**src/rtl/ipg_pkg.sv**
```systemverilog
package ipg_pkg;

    // Number of interleaved blocks, equal to the number of ring stages.
    localparam int IPG_BLOCKS = 10;
    // Sub-ticks per unit-delay slot; must be at least 2.
    localparam int IPG_TICKS  = 4;

    // Position of a sub-tick inside its slot.
    typedef enum logic [1:0] {
        TK_FIRST = 2'd0,
        TK_MID   = 2'd1,
        TK_LAST  = 2'd2
    } tick_pos_e;

    // Sub-tick status handed from the sub-slot counter to the decoder.
    typedef struct packed {
        tick_pos_e pos;
        logic      adv;
    } tick_info_t;

    // Ring slot used by channel c of block b.
    function automatic int samp_slot(input int b, input int c, input int nblk);
        return (b + c) % nblk;
    endfunction

    // Ring slot in which block b amplifies.
    function automatic int amp_slot(input int b, input int nblk);
        return (b + nblk - 1) % nblk;
    endfunction

endpackage

```
**src/rtl/ipg_subslot.sv**
```systemverilog
module ipg_subslot
    import ipg_pkg::*;
#(
    parameter int TICKS = IPG_TICKS
) (
    input  logic       clk,
    input  logic       rst,
    output logic       adv_o,
    output tick_info_t nx_o
);
    localparam int TW = (TICKS > 1) ? $clog2(TICKS) : 1;
    localparam logic [TW-1:0] LAST_T = TW'(TICKS - 1);

    logic [TW-1:0] tick_q;
    logic [TW-1:0] tick_nx;

    assign adv_o = (tick_q == LAST_T);

    always_comb begin
        if (rst || adv_o) tick_nx = '0;
        else              tick_nx = tick_q + TW'(1);
    end

    always_comb begin
        if (tick_nx == '0)          nx_o.pos = TK_FIRST;
        else if (tick_nx == LAST_T) nx_o.pos = TK_LAST;
        else                        nx_o.pos = TK_MID;
        nx_o.adv = (tick_nx == LAST_T);
    end

    always_ff @(posedge clk) begin
        tick_q <= tick_nx;
    end


    tick_wrap_chk: assert property (@(posedge clk) disable iff (rst)
        (tick_q == LAST_T) |=> (tick_q == '0));

endmodule

```
**src/rtl/ipg_ring.sv**
```systemverilog
module ipg_ring #(
    parameter int NBLK = 10
) (
    input  logic            clk,
    input  logic            rst,
    input  logic            adv_i,
    output logic [NBLK-1:0] ring_nx_o
);
    localparam logic [NBLK-1:0] RING_INIT = NBLK'(1);

    logic [NBLK-1:0] ring_q;
    logic            legal;

    assign legal = ($countones(ring_q) == 1);

    always_comb begin
        if (rst || !legal) ring_nx_o = RING_INIT;
        else if (adv_i)    ring_nx_o = {ring_q[NBLK-2:0], ring_q[NBLK-1]};
        else               ring_nx_o = ring_q;
    end

    always_ff @(posedge clk) begin
        ring_q <= ring_nx_o;
    end


    ring_repair_chk: assert property (@(posedge clk) disable iff (rst)
        (!legal) |=> ($countones(ring_q) == 1));


    ring_hold_chk: assert property (@(posedge clk) disable iff (rst)
        (legal && !adv_i) |=> ($stable(ring_q) || $countones(ring_q) != 1));

endmodule

```
**src/rtl/ipg_warmup.sv**
```systemverilog
module ipg_warmup #(
    parameter int NBLK = 10
) (
    input  logic clk,
    input  logic rst,
    input  logic adv_i,
    output logic warm_nx_o
);
    localparam int CW = $clog2(NBLK);
    localparam logic [CW-1:0] FULL = CW'(NBLK - 1);

    logic [CW-1:0] cnt_q;
    logic [CW-1:0] cnt_nx;

    always_comb begin
        if (rst)                           cnt_nx = '0;
        else if (adv_i && cnt_q != FULL)   cnt_nx = cnt_q + CW'(1);
        else                               cnt_nx = cnt_q;
    end

    assign warm_nx_o = (cnt_nx == FULL);

    always_ff @(posedge clk) begin
        cnt_q <= cnt_nx;
    end


    warm_keep_chk: assert property (@(posedge clk) disable iff (rst)
        (cnt_q == FULL) |=> (cnt_q == FULL));

endmodule

```
**src/rtl/ipg_decode.sv**
```systemverilog
module ipg_decode
    import ipg_pkg::*;
#(
    parameter int NBLK = IPG_BLOCKS
) (
    input  logic [NBLK-1:0]            ring_i,
    input  tick_pos_e                  pos_i,
    input  logic                       warm_i,
    output logic [NBLK*(NBLK-1)-1:0]   samp_o,
    output logic [NBLK-1:0]            amp_en_o,
    output logic                       amp_rst_o,
    output logic                       valid_o
);
    localparam int NCH = NBLK - 1;

    logic live;
    logic first_t;
    logic last_t;

    assign live    = |ring_i;
    assign first_t = (pos_i == TK_FIRST);
    assign last_t  = (pos_i == TK_LAST);

    for (genvar b = 0; b < NBLK; b++) begin : g_blk
        for (genvar c = 0; c < NCH; c++) begin : g_ch
            localparam int SLOT = samp_slot(b, c, NBLK);
            assign samp_o[b*NCH+c] = ring_i[SLOT] & ~last_t;
        end
        localparam int ASLOT = amp_slot(b, NBLK);
        assign amp_en_o[b] = ring_i[ASLOT] & ~first_t;
    end

    assign amp_rst_o = first_t & live;
    assign valid_o   = last_t & warm_i & live;

endmodule

```
**src/rtl/interleave_phase_gen.sv**
```systemverilog
module interleave_phase_gen
    import ipg_pkg::*;
#(
    parameter int NBLK  = IPG_BLOCKS,
    parameter int TICKS = IPG_TICKS
) (
    input  logic                      clk,
    input  logic                      rst,
    output logic [NBLK-1:0]           phase_o,
    output logic [NBLK*(NBLK-1)-1:0]  samp_en_o,
    output logic [NBLK-1:0]           amp_en_o,
    output logic                      amp_rst_o,
    output logic                      valid_o
);
    localparam int NCH   = NBLK - 1;
    localparam int SAMPW = NBLK * NCH;

    logic                adv;
    tick_info_t          tk_nx;
    logic [NBLK-1:0]     ring_nx;
    logic                warm_nx;
    logic [SAMPW-1:0]    samp_nx;
    logic [NBLK-1:0]     amp_nx;
    logic                arst_nx;
    logic                valid_nx;

    ipg_subslot #(.TICKS(TICKS)) u_tick (
        .clk   (clk),
        .rst   (rst),
        .adv_o (adv),
        .nx_o  (tk_nx)
    );

    ipg_ring #(.NBLK(NBLK)) u_ring (
        .clk       (clk),
        .rst       (rst),
        .adv_i     (adv),
        .ring_nx_o (ring_nx)
    );

    ipg_warmup #(.NBLK(NBLK)) u_warm (
        .clk       (clk),
        .rst       (rst),
        .adv_i     (adv),
        .warm_nx_o (warm_nx)
    );

    ipg_decode #(.NBLK(NBLK)) u_dec (
        .ring_i    (ring_nx),
        .pos_i     (tk_nx.pos),
        .warm_i    (warm_nx),
        .samp_o    (samp_nx),
        .amp_en_o  (amp_nx),
        .amp_rst_o (arst_nx),
        .valid_o   (valid_nx)
    );

    // Outputs are registered from the decoded next state so that every
    // switch control leaves a flop without decode glitches.
    always_ff @(posedge clk) begin
        phase_o   <= ring_nx;
        samp_en_o <= samp_nx;
        amp_en_o  <= amp_nx;
        amp_rst_o <= arst_nx;
        valid_o   <= valid_nx;
    end

    for (genvar b = 0; b < NBLK; b++) begin : g_chk

        samp_excl_chk: assert property (@(posedge clk) disable iff (rst)
            $onehot0(samp_en_o[b*NCH +: NCH]));
    end


    phase_onehot_chk: assert property (@(posedge clk) disable iff (rst)
        $countones(phase_o) == 1);


    rst_amp_excl_chk: assert property (@(posedge clk) disable iff (rst)
        amp_rst_o |-> (amp_en_o == '0));


    amp_single_chk: assert property (@(posedge clk) disable iff (rst)
        $onehot0(amp_en_o));


    valid_amp_chk: assert property (@(posedge clk) disable iff (rst)
        valid_o |-> ($countones(amp_en_o) == 1 && !amp_rst_o));


    guard_tick_chk: assert property (@(posedge clk) disable iff (rst)
        valid_o |-> (samp_en_o == '0));

endmodule

```
**config.mk**
```make
export PLATFORM = sky130hd
export DESIGN_NAME = interleave_phase_gen
export DESIGN_NICKNAME = d
export VERILOG_FILES = /design/src/rtl/ipg_pkg.sv /design/src/rtl/ipg_subslot.sv /design/src/rtl/ipg_ring.sv /design/src/rtl/ipg_warmup.sv /design/src/rtl/ipg_decode.sv /design/src/rtl/interleave_phase_gen.sv
export SDC_FILE = /design/constraint.sdc
export NUM_CORES = 1
export LEC_CHECK = 0
export ABC_AREA = 0
export BUFFER_PORTS_ARGS = -buffer_cell sky130_fd_sc_hd__buf_2
export CAP_MARGIN = 20
export CELL_PAD_IN_SITES_DETAIL_PLACEMENT = 1
export CELL_PAD_IN_SITES_GLOBAL_PLACEMENT = 1
export CORE_MARGIN = 10
export CORE_UTILIZATION = 35
export DETAILED_ROUTE_END_ITERATION = 8
export PLACE_DENSITY_LB_ADDON = 0.25
export SYNTH_ARGS = -nofsm -noshare
export SYNTH_HDL_FRONTEND = slang
export SYNTH_SLANG_ARGS = --single-unit
```
**constraint.sdc**
```tcl
create_clock -name clk -period 8.4 [get_ports clk]
set_input_delay 0.42 -clock clk [delete_from_list [all_inputs] [get_ports clk]]
set_output_delay 0.42 -clock clk [all_outputs]
set_load 0.03 [all_outputs]
```
==> metrics.yaml <==
outcome:
  status: "completed"
power:
  finalPower_w: 0.000394
  p_clk_share_pct: 33.2
  switchingPower_w: 0.000123
  p_leak_nw: 1.29
  peakVddDrop_mv: 0.0546
  p_comb_share_pct: 18.8
  p_int_w: 0.000271
  p_seq_share_pct: 48.0
  power_density_mw_per_mm2: 170
  swShare_pct: 31.3
route:
  wirelength_mm: 5.32
  drc: 0
  dr.pass1.iters: 4
  via_per_inst: 4.26
  drt_iter0_drc: 26
  num_vias: 1453
  detail_route.wl_per_cell_um: 15.6
  drtAntennaViolNets: 0
floorplanning:
  design.core.area_sq_mm: 0.00599
  io_pins: 114
  fp.dieW_um: 99.1
  dieArea_sq_mm: 0.00983
  std_cell_rows: 28
  die-height_um: 99.1
  initial_core_util_pct: 36.6
yosys:
  syn_nets: 246
  synth_area_sq_mm: 0.00219
  ys_top_cells_by_area: "dfxtp_1 35%, buf_4 27%, ha_1 5.7%, fa_1 5.5%, nor2_1 5.5%"
  netlist_instances: 228
  ys_seq_area_share_pct: 34.7
  postSynthAreaPerCell_sq_um: 9.61
  synth_cell_types: 33
  yosysTopAreaCell: "dfxtp_1"
  yosys_warnings: 0
  synth_top_area_share_pct: 34.7
  ys_ff_latch: 38
placement:
  dp_hpwl_mm: 4.28
  io_buffers: 113
  gp_congestion: 0.778
timing:
  worst_pin_slew_ps: 890
  tns_ps: 0
  fmax_mhz: 288
  slew_headroom_pct: 40.7
  fin_skew_ps: 4.26
  rsz0062_at_grt: "no"
  hold_viol: 0
  drv_slew: 0
  setup_viol: 0
  period_share_pct: 41.4
  period_needed_ps: 3480
clock_tree:
  cts_buffers: 5
  cts_buffer_depth: 2
  cts_setup_buffers: 0
  ctsHoldBuffers: 0
  clk_pin_slew_worst_paths_ps: 80
  postCtsResizedCells: 0
  cts_root_buf: "clkbuf_8"
  cts_tree: "built"
  cts.sinks: 38
  cts_max_level: 2
  clk_latency_ps: 290
setup_path:
  criticalPathCategory: "reg -> reg"
  endpoint: "valid_o"
  ff2ff_setup_slack_ps: 4920
  startpoint: "u_ring.ring_q[4]"
  critical_path_peak_fanout: 5
  cp.buffers_inverters: 3
  r2r_end: "valid_o"
  endpoint_kind: "flip-flop"
  worst_path_max_delay_cell: "fa_1"
  cp-start-kind: "flip-flop"
  path_depth: 12
  cp_top_family: "adder cells"
  critical_path_required_ps: 8590
  reg2regPathDepth: 12
  arrival_ps: 3660
  crit_path_frequent_cell: "fa_1"
  path_cells: "ha_1, inv_1, fa_1, fa_1, inv_1, fa_1, inv_1, fa_1, nand2_1, nor3_4, and2_4, a2111oi_2"
  r2r_start: "u_ring.ring_q[4]"
  cpPeakStageDelay_ps: 520
hold_path:
  hold_class: "in -> reg"
global_route:
  antenna_found_initial: 0
  grt_pass1_vias: 1449
  grtUsageTotal_pct: 10.5
  overflow: 0
  grt_max_degree: 19
  grt_pass1_wl_mm: 8.08
final_layout:
  nets: 283
  num_antenna_cells: 0
  layout-drive-gt1-share_pct: 49.6
  syn2layout_area_growth_pct: 5.76
flow_run:
  maxCapViolCount: 0
[power by group through the flow]
stage | Clock [W] | Sequential [W] | Combinational, W
5_1_grt | 0.000143 | 0.000190 | 0.0000805
3_3_place_gp | 0 | 0.000193 | 0.0000750
3_5_place_dp | 0 | 0.000193 | 0.0000762
2_1_floorplan | 0 | 0.000199 | 0.0000599
6_report | 0.000131 | 0.000189 | 0.0000742
4_1_cts | 0.000138 | 0.000189 | 0.0000765
[flip-flops by register name, summed over array words and instances, names as in the netlist]
signal         count
amp_en_o          10
amp_rst_o          1
samp_en_o         10
u_ring.ring_q     10
u_tick.tick_q      2
u_warm.cnt_q       4
valid_o            1
[Yosys cell counts (all sizes together)]
| cell | instances |
|---|---|
| a2111oi | 1 |
| a211o | 1 |
| a211oi | 1 |
| a21boi | 1 |
| a21oi | 6 |
| and2 | 1 |
| buf | 83 |
| dfxtp | 38 |
| fa | 6 |
| ha | 10 |
| inv | 14 |
| mux2 | 2 |
| mux2i | 9 |
| nand2 | 7 |
| nand2b | 1 |
| nand3 | 2 |
| nand4 | 1 |
| nor2 | 32 |
| nor2b | 1 |
| nor3 | 3 |
| nor4 | 2 |
| o21ai | 1 |
| o311ai | 1 |
| or2 | 1 |
| or3b | 1 |
| xor2 | 2 |
[stage by stage]
stage          area, sq um  std cells  utilization (%)  hold slack [ps]  setup WS [ps]
5_1_grt               2320        341             38.7              485           4770
2_1_floorplan         2190        228                -              495           4950
6_report              2320        341             38.7              472           4920
3_3_place_gp          2220        333             37.1              523           5020
4_1_cts               2320        341             38.7              462           4900
3_5_place_dp          2220        333             37.1              527           4920
[logic make-up after synthesis]
| family | share of synthesized area [%] |
|---|---|
| AOI/OAI and AO/OA | 4.74 |
| xor gates and xnor gates | 0.799 |
| adders and majority gates | 11.2 |
| buffers and inverters | 31.1 |
| DFF | 34.7 |
| muxes | 5.31 |
| and+or+nand+nor | 12.2 |
[layout make-up]
type | instances | area, sq um
Clock inverter | 2 | 12.5
Inverter | 14 | 52.6
Sequential cell | 38 | 761
Tap cell | 75 | 93.8
Clock buffer | 6 | 82.6
Fill cell | 735 | 3670
Timing Repair Buffer | 113 | 566
Multi-Input combinational cell | 93 | 751
[cell usage in the layout (no fill, tap or decap), types with 2 or more instances in the layout]
cell / instances
buf_2: 113
inv_1: 14
clkbuf_8: 6
a21oi_1: 5
ha_1: 10
dfxtp_1: 38
xor2_1: 2
mux2i_1: 9
nand2_1: 7
nor2_1: 32
fa_1: 6
nor3_4: 2
[worst min path at each step]
stage                     startpoint                to  slack (ps)  cells after the start
CTS                              rst   u_warm.cnt_q[0]         460                      2
global route                     rst   u_warm.cnt_q[0]         490                      2
detailed placement  u_tick.tick_q[0]  u_tick.tick_q[0]         530                      1
floorplan            u_warm.cnt_q[2]   u_warm.cnt_q[2]         490                      2
finish                           rst   u_warm.cnt_q[1]         470                      2
global placement    u_tick.tick_q[0]  u_tick.tick_q[0]         520                      1
[layer usage]
| metal | share of wire, % | global-route usage [%] | vias up |
|---|---|---|---|
| met2 | 51 | 18.4 | 59 |
| met4 | 1.9 | 4.96 | 0 |
| li1 | - | - | 715 |
| met1 | 37 | 10.2 | 672 |
| met5 | 0 | 0 | - |
| met3 | 11 | 4.78 | 7 |
Power figures use the tool's default switching activity.
